**src/rtl/clkmode_ctl.sv**
```systemverilog
module clkmode_ctl #(
  parameter int ADDR_W = 16,
  parameter logic [ADDR_W-1:0] REG_ADDR = 16'h0058,
  parameter int TICK_DIV = 16
) (
  input  logic              clk,
  input  logic              rst_n,
  input  logic [2:0]        mode_pins,
  input  logic              bus_sel,
  input  logic              bus_wr,
  input  logic [ADDR_W-1:0] bus_addr,
  input  logic [15:0]       bus_wdata,
  output logic [15:0]       bus_rdata,
  output logic              clk_sel,
  output logic              pll_pwr,
  output logic [5:0]        pll_ratio_x2,
  output logic              div_by4
);
  localparam int PRE_W = (TICK_DIV > 1) ? $clog2(TICK_DIV) : 1;
  localparam logic [PRE_W-1:0] PRE_LAST = PRE_W'(TICK_DIV - 1);

  logic [3:0] mul_q;
  logic       half_q;
  logic [7:0] lcnt_q;
  logic       en_q, mode_q, stat_q;
  logic [7:0] timer_q;
  logic       locking;
  logic [PRE_W-1:0] pre_q;

  function automatic logic [15:0] preset(input logic [2:0] p);
    case (p)
      3'd0: preset = 16'h2026;
      3'd1: preset = 16'h1026;
      3'd2: preset = 16'h4026;
      3'd3: preset = 16'h2826;
      3'd4: preset = 16'h0000;
      3'd5: preset = 16'h0800;
      3'd6: preset = 16'h0026;
      default: preset = 16'h3026;
    endcase
  endfunction

  logic [15:0] pv;
  assign pv = preset(mode_pins);

  logic hit, wr_hit, tick;
  assign hit    = bus_sel && (bus_addr == REG_ADDR);
  assign wr_hit = hit && bus_wr;
  assign tick   = locking && en_q && (pre_q == PRE_LAST);

  always_ff @(posedge clk) begin
    if (!rst_n) begin
      {mul_q, half_q, lcnt_q, en_q, mode_q} <= pv[15:1];
      stat_q  <= 1'b0;
      locking <= pv[1];
      timer_q <= pv[10:3];
      pre_q   <= '0;
    end else if (wr_hit) begin
      {mul_q, half_q, lcnt_q, en_q, mode_q} <= bus_wdata[15:1];
      stat_q  <= 1'b0;
      locking <= bus_wdata[1];
      timer_q <= bus_wdata[10:3];
      pre_q   <= '0;
    end else if (locking && en_q) begin
      pre_q <= tick ? '0 : pre_q + 1'b1;
      if (tick) begin
        if (timer_q == 8'd0) begin
          locking <= 1'b0;
          stat_q  <= 1'b1;
        end else begin
          timer_q <= timer_q - 8'd1;
        end
      end
    end
  end

  logic [5:0] base, ratio;
  logic       reserved;
  assign base     = {2'b00, mul_q} + 6'd1;
  assign ratio    = half_q ? base : {base[4:0], 1'b0};
  assign reserved = half_q && (mul_q == 4'hF);

  assign bus_rdata    = hit ? {mul_q, half_q, lcnt_q, en_q, mode_q, stat_q} : 16'h0000;
  assign clk_sel      = stat_q;
  assign pll_pwr      = mode_q && en_q;
  assign pll_ratio_x2 = (stat_q && !reserved) ? ratio : 6'd0;
  assign div_by4      = !stat_q && half_q;
endmodule


```
**config.mk**
```make
export PLATFORM = sky130hd
export DESIGN_NAME = clkmode_ctl
export DESIGN_NICKNAME = d
export VERILOG_FILES = /design/src/rtl/clkmode_ctl.sv
export SDC_FILE = /design/constraint.sdc
export NUM_CORES = 1
export LEC_CHECK = 0
export BUFFER_PORTS_ARGS = -buffer_cell sky130_fd_sc_hd__buf_2
export CAP_MARGIN = 40
export CORE_MARGIN = 3
export CORE_UTILIZATION = 45
export DETAILED_ROUTE_END_ITERATION = 8
export PLACE_DENSITY = 0.73
export SLEW_MARGIN = 20
export SYNTH_ARGS = -nofsm -noshare
export SYNTH_HDL_FRONTEND = slang
export SYNTH_SLANG_ARGS = --single-unit
```
**constraint.sdc**
```tcl
create_clock -name clk -period 3.5 [get_ports clk]
set_clock_uncertainty 0.15 [all_clocks]
set_input_delay 0.525 -clock clk [delete_from_list [all_inputs] [get_ports clk]]
set_output_delay 0.525 -clock clk [all_outputs]
set_load 0.01 [all_outputs]
```
==> reports/qor.txt, run 1 <==
top cell type's share of synthesized area: 40.8%
synth warn: 0
vias in the first global route: 1340
endpoints failing setup: 0
Total Neg Setup Slack: 0 ns
HPWL after DPL: 2.96 mm
final hold viol count: 0
leakage: 0.985 nW
total wire length: 3.83 mm
outcome: completed
Die H: 68.7 um
num rows: 22
syn nets: 227
RSZ-0062 raised after global routing: false
First DRT Iteration DRCs: 34
Async SR Flop Fraction: 0%
clk_lat worst skew: 0.28 ns
initial antenna violation count: 0
cts repair resizes: 0
post-route ant nets: 0
register bit count reported by yosys: 29
post-synth top area cell: edfxtp_1
Peak Freq: 378 MHz
H-tree levels: 2
# clock sinks: 29
required time of the critical path: 2.82 ns
drt drc: 0
WP data arrival: 1.97 ns
Vias: 1567
Clock Tree Buf Depth: 2
vias per cell: 5.29
CTS tree: built
power per cell area: 363 nW/um^2
Avg Inst Size Synth: 9.61 um^2
WS Path Type: in -> out
Initial Util: 47.6%
main flop type after synthesis: edfxtp_1
Total GRT Usage: 17.0%
placed inst area: 2130 um^2
global route total overflow: 0
Die W: 68.7 um
fin crit share: 75.6%
Ant. Diodes: 0
critical path endpoint category: output port
Top Ports: 64
Area Overhead vs Synth: 25.4%
cts hold-fix bufs: 0
Clk pin slew, worst setup/hold paths: 0.06 ns
max_slew headroom: 58.7%
Post-CTS Setup Bufs: 0
post-synthesis cell type count: 40
Root Buffer: clkbuf_8
Critical Path Fanout Max: 20
ranking of synthesized cells by area: edfxtp_1, and3_1, dfxtp_1
number of port buffers: 62
Worst VDD drop: 0.240 mV
global-route wire length before repair: 5.87 mm
NumNets Final: 290
minimum clock period: 2.64 ns
routability cong.: 0.777
Min Hold Slack: 0.335 ns
share of layout cells above drive strength 1: 32.3%
Slew @ Worst Pin: 0.619 ns
post-layout util: 59.7%
sequential area share after synthesis: 46.4%
core box area: 3720 um^2
Syn Inst Count: 184
worst hold path type: reg -> reg
routed len/inst: 12.9 um
largest net degree at the start of global routing: 26
Max Slew Vio Count: 0
CTS Buf Count: 5
fillers: 335
number of synthesized flops with an enable pin: 24
Detailed Routing Iterations Pass 1: 4
Worst setup SP type: input pin
die area: 4720 um^2
Post-Syn Area: 1770 um^2
max cap viols: 0
final instance area: 2220 um^2
[synth_stat cells (all sizes together), types with 7 or more instances]
cell / n
edfxtp: 24
and3: 17
a21oi: 13
nand2: 12
nor2: 12
o21ai: 11
and2: 10
nand3: 8
clkbuf: 7
inv: 7
nor4: 7
[placed cells by master, fill, tap and decap left out, types with 2 or more instances in the layout]
cell type  count
a211oi_1       4
a21oi_1       13
and2_1        10
and3_1        17
buf_2         62
buf_4          2
clkbuf_1       2
clkbuf_8       6
dfxtp_1        5
edfxtp_1      24
ha_1           4
inv_1          6
nand2_1       12
nand2b_1       2
nand3_1        7
nand4_1        5
nor2_1        12
nor2b_1        2
nor3_1         4
nor4_1         7
o21ai_0       10
o22ai_1        2
or3_1          2
or4_4          2
xnor2_1        5
xor2_1         4
[registers in the layout, summed over array words and instances, names as in the netlist]
name	flops
clk_sel	1
en_q	1
half_q	1
lcnt_q	8
locking	1
mode_q	1
mul_q	4
pre_q	4
timer_q	8
[routing by layer]
metal / vias to the layer above / track usage (%) / routed length (um)
met5: - / 0 / 0
met4: 0 / 5.96 / 49
met3: 5 / 4.54 / 226
met2: 33 / 29.6 / 1870
met1: 721 / 20.1 / 1680
li1: 808 / - / -
[path summary, 6_finish.rpt]
| check | start | depth (start not counted) | to | slack, ns |
|---|---|---|---|---|
| worst max-delay path | bus_addr[8] | 5 | bus_rdata[4] | 0.86 |
| worst min-delay path | pre_q[3] | 2 | pre_q[3] | 0.33 |
| worst max register to register | timer_q[4] | 4 | timer_q[6] | 1.37 |
| worst min register to register | pre_q[3] | 2 | pre_q[3] | 0.33 |
[critical path, cell delays in order]
cell    delay (ns)
buf_2         0.09
nor4_1        0.34
and3_1        0.62
and3_1        0.25
buf_2         0.13
[cells by family after synthesis]
family,synth area share (%)
XOR/XNOR,4.46
buffers and inverters,3.47
adder cells (fa/ha/maj),2.83
multiplexers,0.566
AO/OA/AOI/OAI,11.7
AND/OR/NAND/NOR,30.6
flip-flops,46.4
[stage by stage]
step	worst slack [ns]	instances	total power [mW]
finish	0.855	296	0.804
detailed placement	0.836	288	0.537
global route	0.711	296	0.847
global placement	0.864	288	0.533
floorplan	1.08	184	0.493
CTS	0.835	296	0.813
[power breakdown]
group / internal, mW / switching (mW)
clock network: 0.160 / 0.115
registers: 0.403 / 0.0211
logic: 0.0522 / 0.0531
[cell type report]
cell class	instances	area (um^2)	share of cell area [%]
timing repair buffer	64	325	14.7
multi-input combinational	139	891	40.2
inverter	8	30.0	1.35
clock buffer	8	90.1	4.06
tap	48	60.1	2.71
sequential	29	821	37.0
Note: power is estimated with default switching activity, not from simulation.
==> inputs of run 2 (changes only) <==
Settings changed: PLACE_DENSITY 0.73 to 0.75.
Clock period 3.5 ns to 2.3 ns, I/O delays scaled along.
==> run 2 against run 1 <==
  * Setup slack lost 0.68 ns
  * Register-to-register slack lost 1.2 ns
  * Sequential cell count unchanged
  * First-iteration DRC count increased by 65%
  * Critical path type is now reg -> reg
  * Count of clock-buffer cells in the layout unchanged
  * Wire length rose by 0.29%
  * Power is 47% higher
  * Combinational power up 56%
  * Die area stayed put
  * Core utilization rose by 0.20 points
  * Global-route usage shrank 0.26 points
  * Largest power group unchanged
  * Sequential power is 52% higher
==> reports/qor.txt, run 2 (synthesized netlist as in run 1, its figures left out) <==
Post-CTS Setup Bufs: 0
Die H: 68.7 um
Total GRT Usage: 16.7%
fillers: 334
Sw Share: 23.3%
vias in the first global route: 1326
Critical Path Fanout Max: 8
max_slew headroom: 74.3%
Max Slew Vio Count: 0
# clock sinks: 29
cts hold-fix bufs: 0
HPWL after DPL: 3.01 mm
CTS Buf Count: 5
Initial Util: 47.6%
Int Pwr: 909 uW
cts repair resizes: 0
Area Overhead vs Synth: 25.8%
Ant. Diodes: 0
required time of the critical path: 2.13 ns
Top Ports: 64
Min Hold Slack: 0.205 ns
initial antenna violation count: 0
Cell Chain, Critical Path: or4_4, nor4b_4, nor3b_1, or2_1
fin crit share: 92.4%
minimum clock period: 2.13 ns
Clk pwr share: 31.8%
delay-heaviest family, CP: simple AND/OR/NAND/NOR gates
H-tree levels: 2
depth of the most critical reg-to-reg path: 4
leakage: 0.992 nW
endpoints failing setup: 0
share of layout cells above drive strength 1: 32.3%
critical path depth: 4
Hold EP: mul_q[2]
P_sw: 276 uW
Worst VDD drop: 0.439 mV
worst hold path type: in -> reg
Vias: 1581
Slew @ Worst Pin: 0.385 ns
power share of the combinational group: 13.9%
largest net degree at the start of global routing: 26
FF/Latch Area: 821 um^2
First DRT Iteration DRCs: 56
number of port buffers: 62
R2R Path Start: timer_q[4]
flop-to-flop setup slack: 0.17 ns
CP Buf/Inv Count: 0
Worst setup SP type: flip-flop
total wire length: 3.84 mm
Detailed Routing Iterations Pass 1: 4
NumNets Final: 293
vias per cell: 5.29
drt drc: 0
RSZ-0062 raised after global routing: false
Clock Tree Buf Depth: 2
min-delay src: bus_wdata[14]
global route total overflow: 0
Seq pwr share: 54.4%
WP data arrival: 1.96 ns
commonest cells after routing, fill and taps aside: buf_2, edfxtp_1, and3_1
Total Neg Setup Slack: 0 ns
Multi-input gate area: 886 um^2
slowest stage delay, CP: 0.57 ns
clk_lat worst skew: 0.27 ns
final hold viol count: 0
outcome: completed
post-route ant nets: 0
power per cell area: 533 nW/um^2
die area: 4720 um^2
CTS tree: built
core box area: 3720 um^2
Clk pin slew, worst setup/hold paths: 0.06 ns
routed len/inst: 12.8 um
num rows: 22
global-route wire length before repair: 5.78 mm
critical path endpoint category: flip-flop
WS Path Type: reg -> reg
Die W: 68.7 um
commonest non-fill, non-tap cell in the layout: buf_2
routability cong.: 0.827
Worst path slowest cell: or4_4
hold path depth: 3
RR Endpoint: timer_q[5]
max cap viols: 0
Peak Freq: 470 MHz
Root Buffer: clkbuf_8
-- run 2: worst max-delay path by stage --
stage / startpoint / endpoint / slack, ns
6_report: timer_q[4] / timer_q[5] / 0.17
4_1_cts: timer_q[4] / timer_q[5] / 0.17
5_1_grt: timer_q[4] / timer_q[3] / 0.10
3_3_place_gp: timer_q[4] / timer_q[5] / 0.21
3_5_place_dp: timer_q[4] / timer_q[5] / 0.18
2_1_floorplan: bus_addr[8] / timer_q[0] / 0.06
-- run 2: layout make-up --
class / count / area share [%]
Tap cell: 48 / 2.70
Clock buffer: 8 / 3.60
Inverter: 8 / 1.35
Multi-Input combinational cell: 139 / 39.8
Sequential cell: 29 / 36.9
Timing Repair Buffer: 67 / 15.6
-- run 2: routing by layer --
layer | track usage [%] | part of all wire (%) | vias up
li1 | - | - | 812
met1 | 18.9 | 42 | 727
met2 | 29.3 | 53 | 40
met3 | 5.83 | 5.4 | 2
met4 | 5.46 | 0.34 | 0
met5 | 0 | 0 | -
-- run 2: worst min-delay path, cell delays in order --
cell,delay (ns)
buf_2,0.07
nand2_1,0.03
o21ai_0,0.06
-- run 2: power groups by stage --
stage / registers, mW / clock network [mW] / logic [mW]
2_1_floorplan: 0.645 / 0 / 0.105
3_3_place_gp: 0.652 / 0 / 0.160
3_5_place_dp: 0.655 / 0 / 0.165
4_1_cts: 0.644 / 0.394 / 0.165
5_1_grt: 0.650 / 0.417 / 0.185
6_report: 0.644 / 0.376 / 0.164
-- run 2: per-stage QoR --
step	setup WS (ns)	total power, mW	cells	utilization, %	cell area, um^2
4_1_cts	0.170	1.20	299	59.9	2220
5_1_grt	0.101	1.25	299	59.9	2220
3_3_place_gp	0.210	0.812	291	57.7	2140
2_1_floorplan	0.0648	0.750	184	-	1770
3_5_place_dp	0.178	0.820	291	57.7	2140
6_report	0.174	1.18	299	59.9	2220
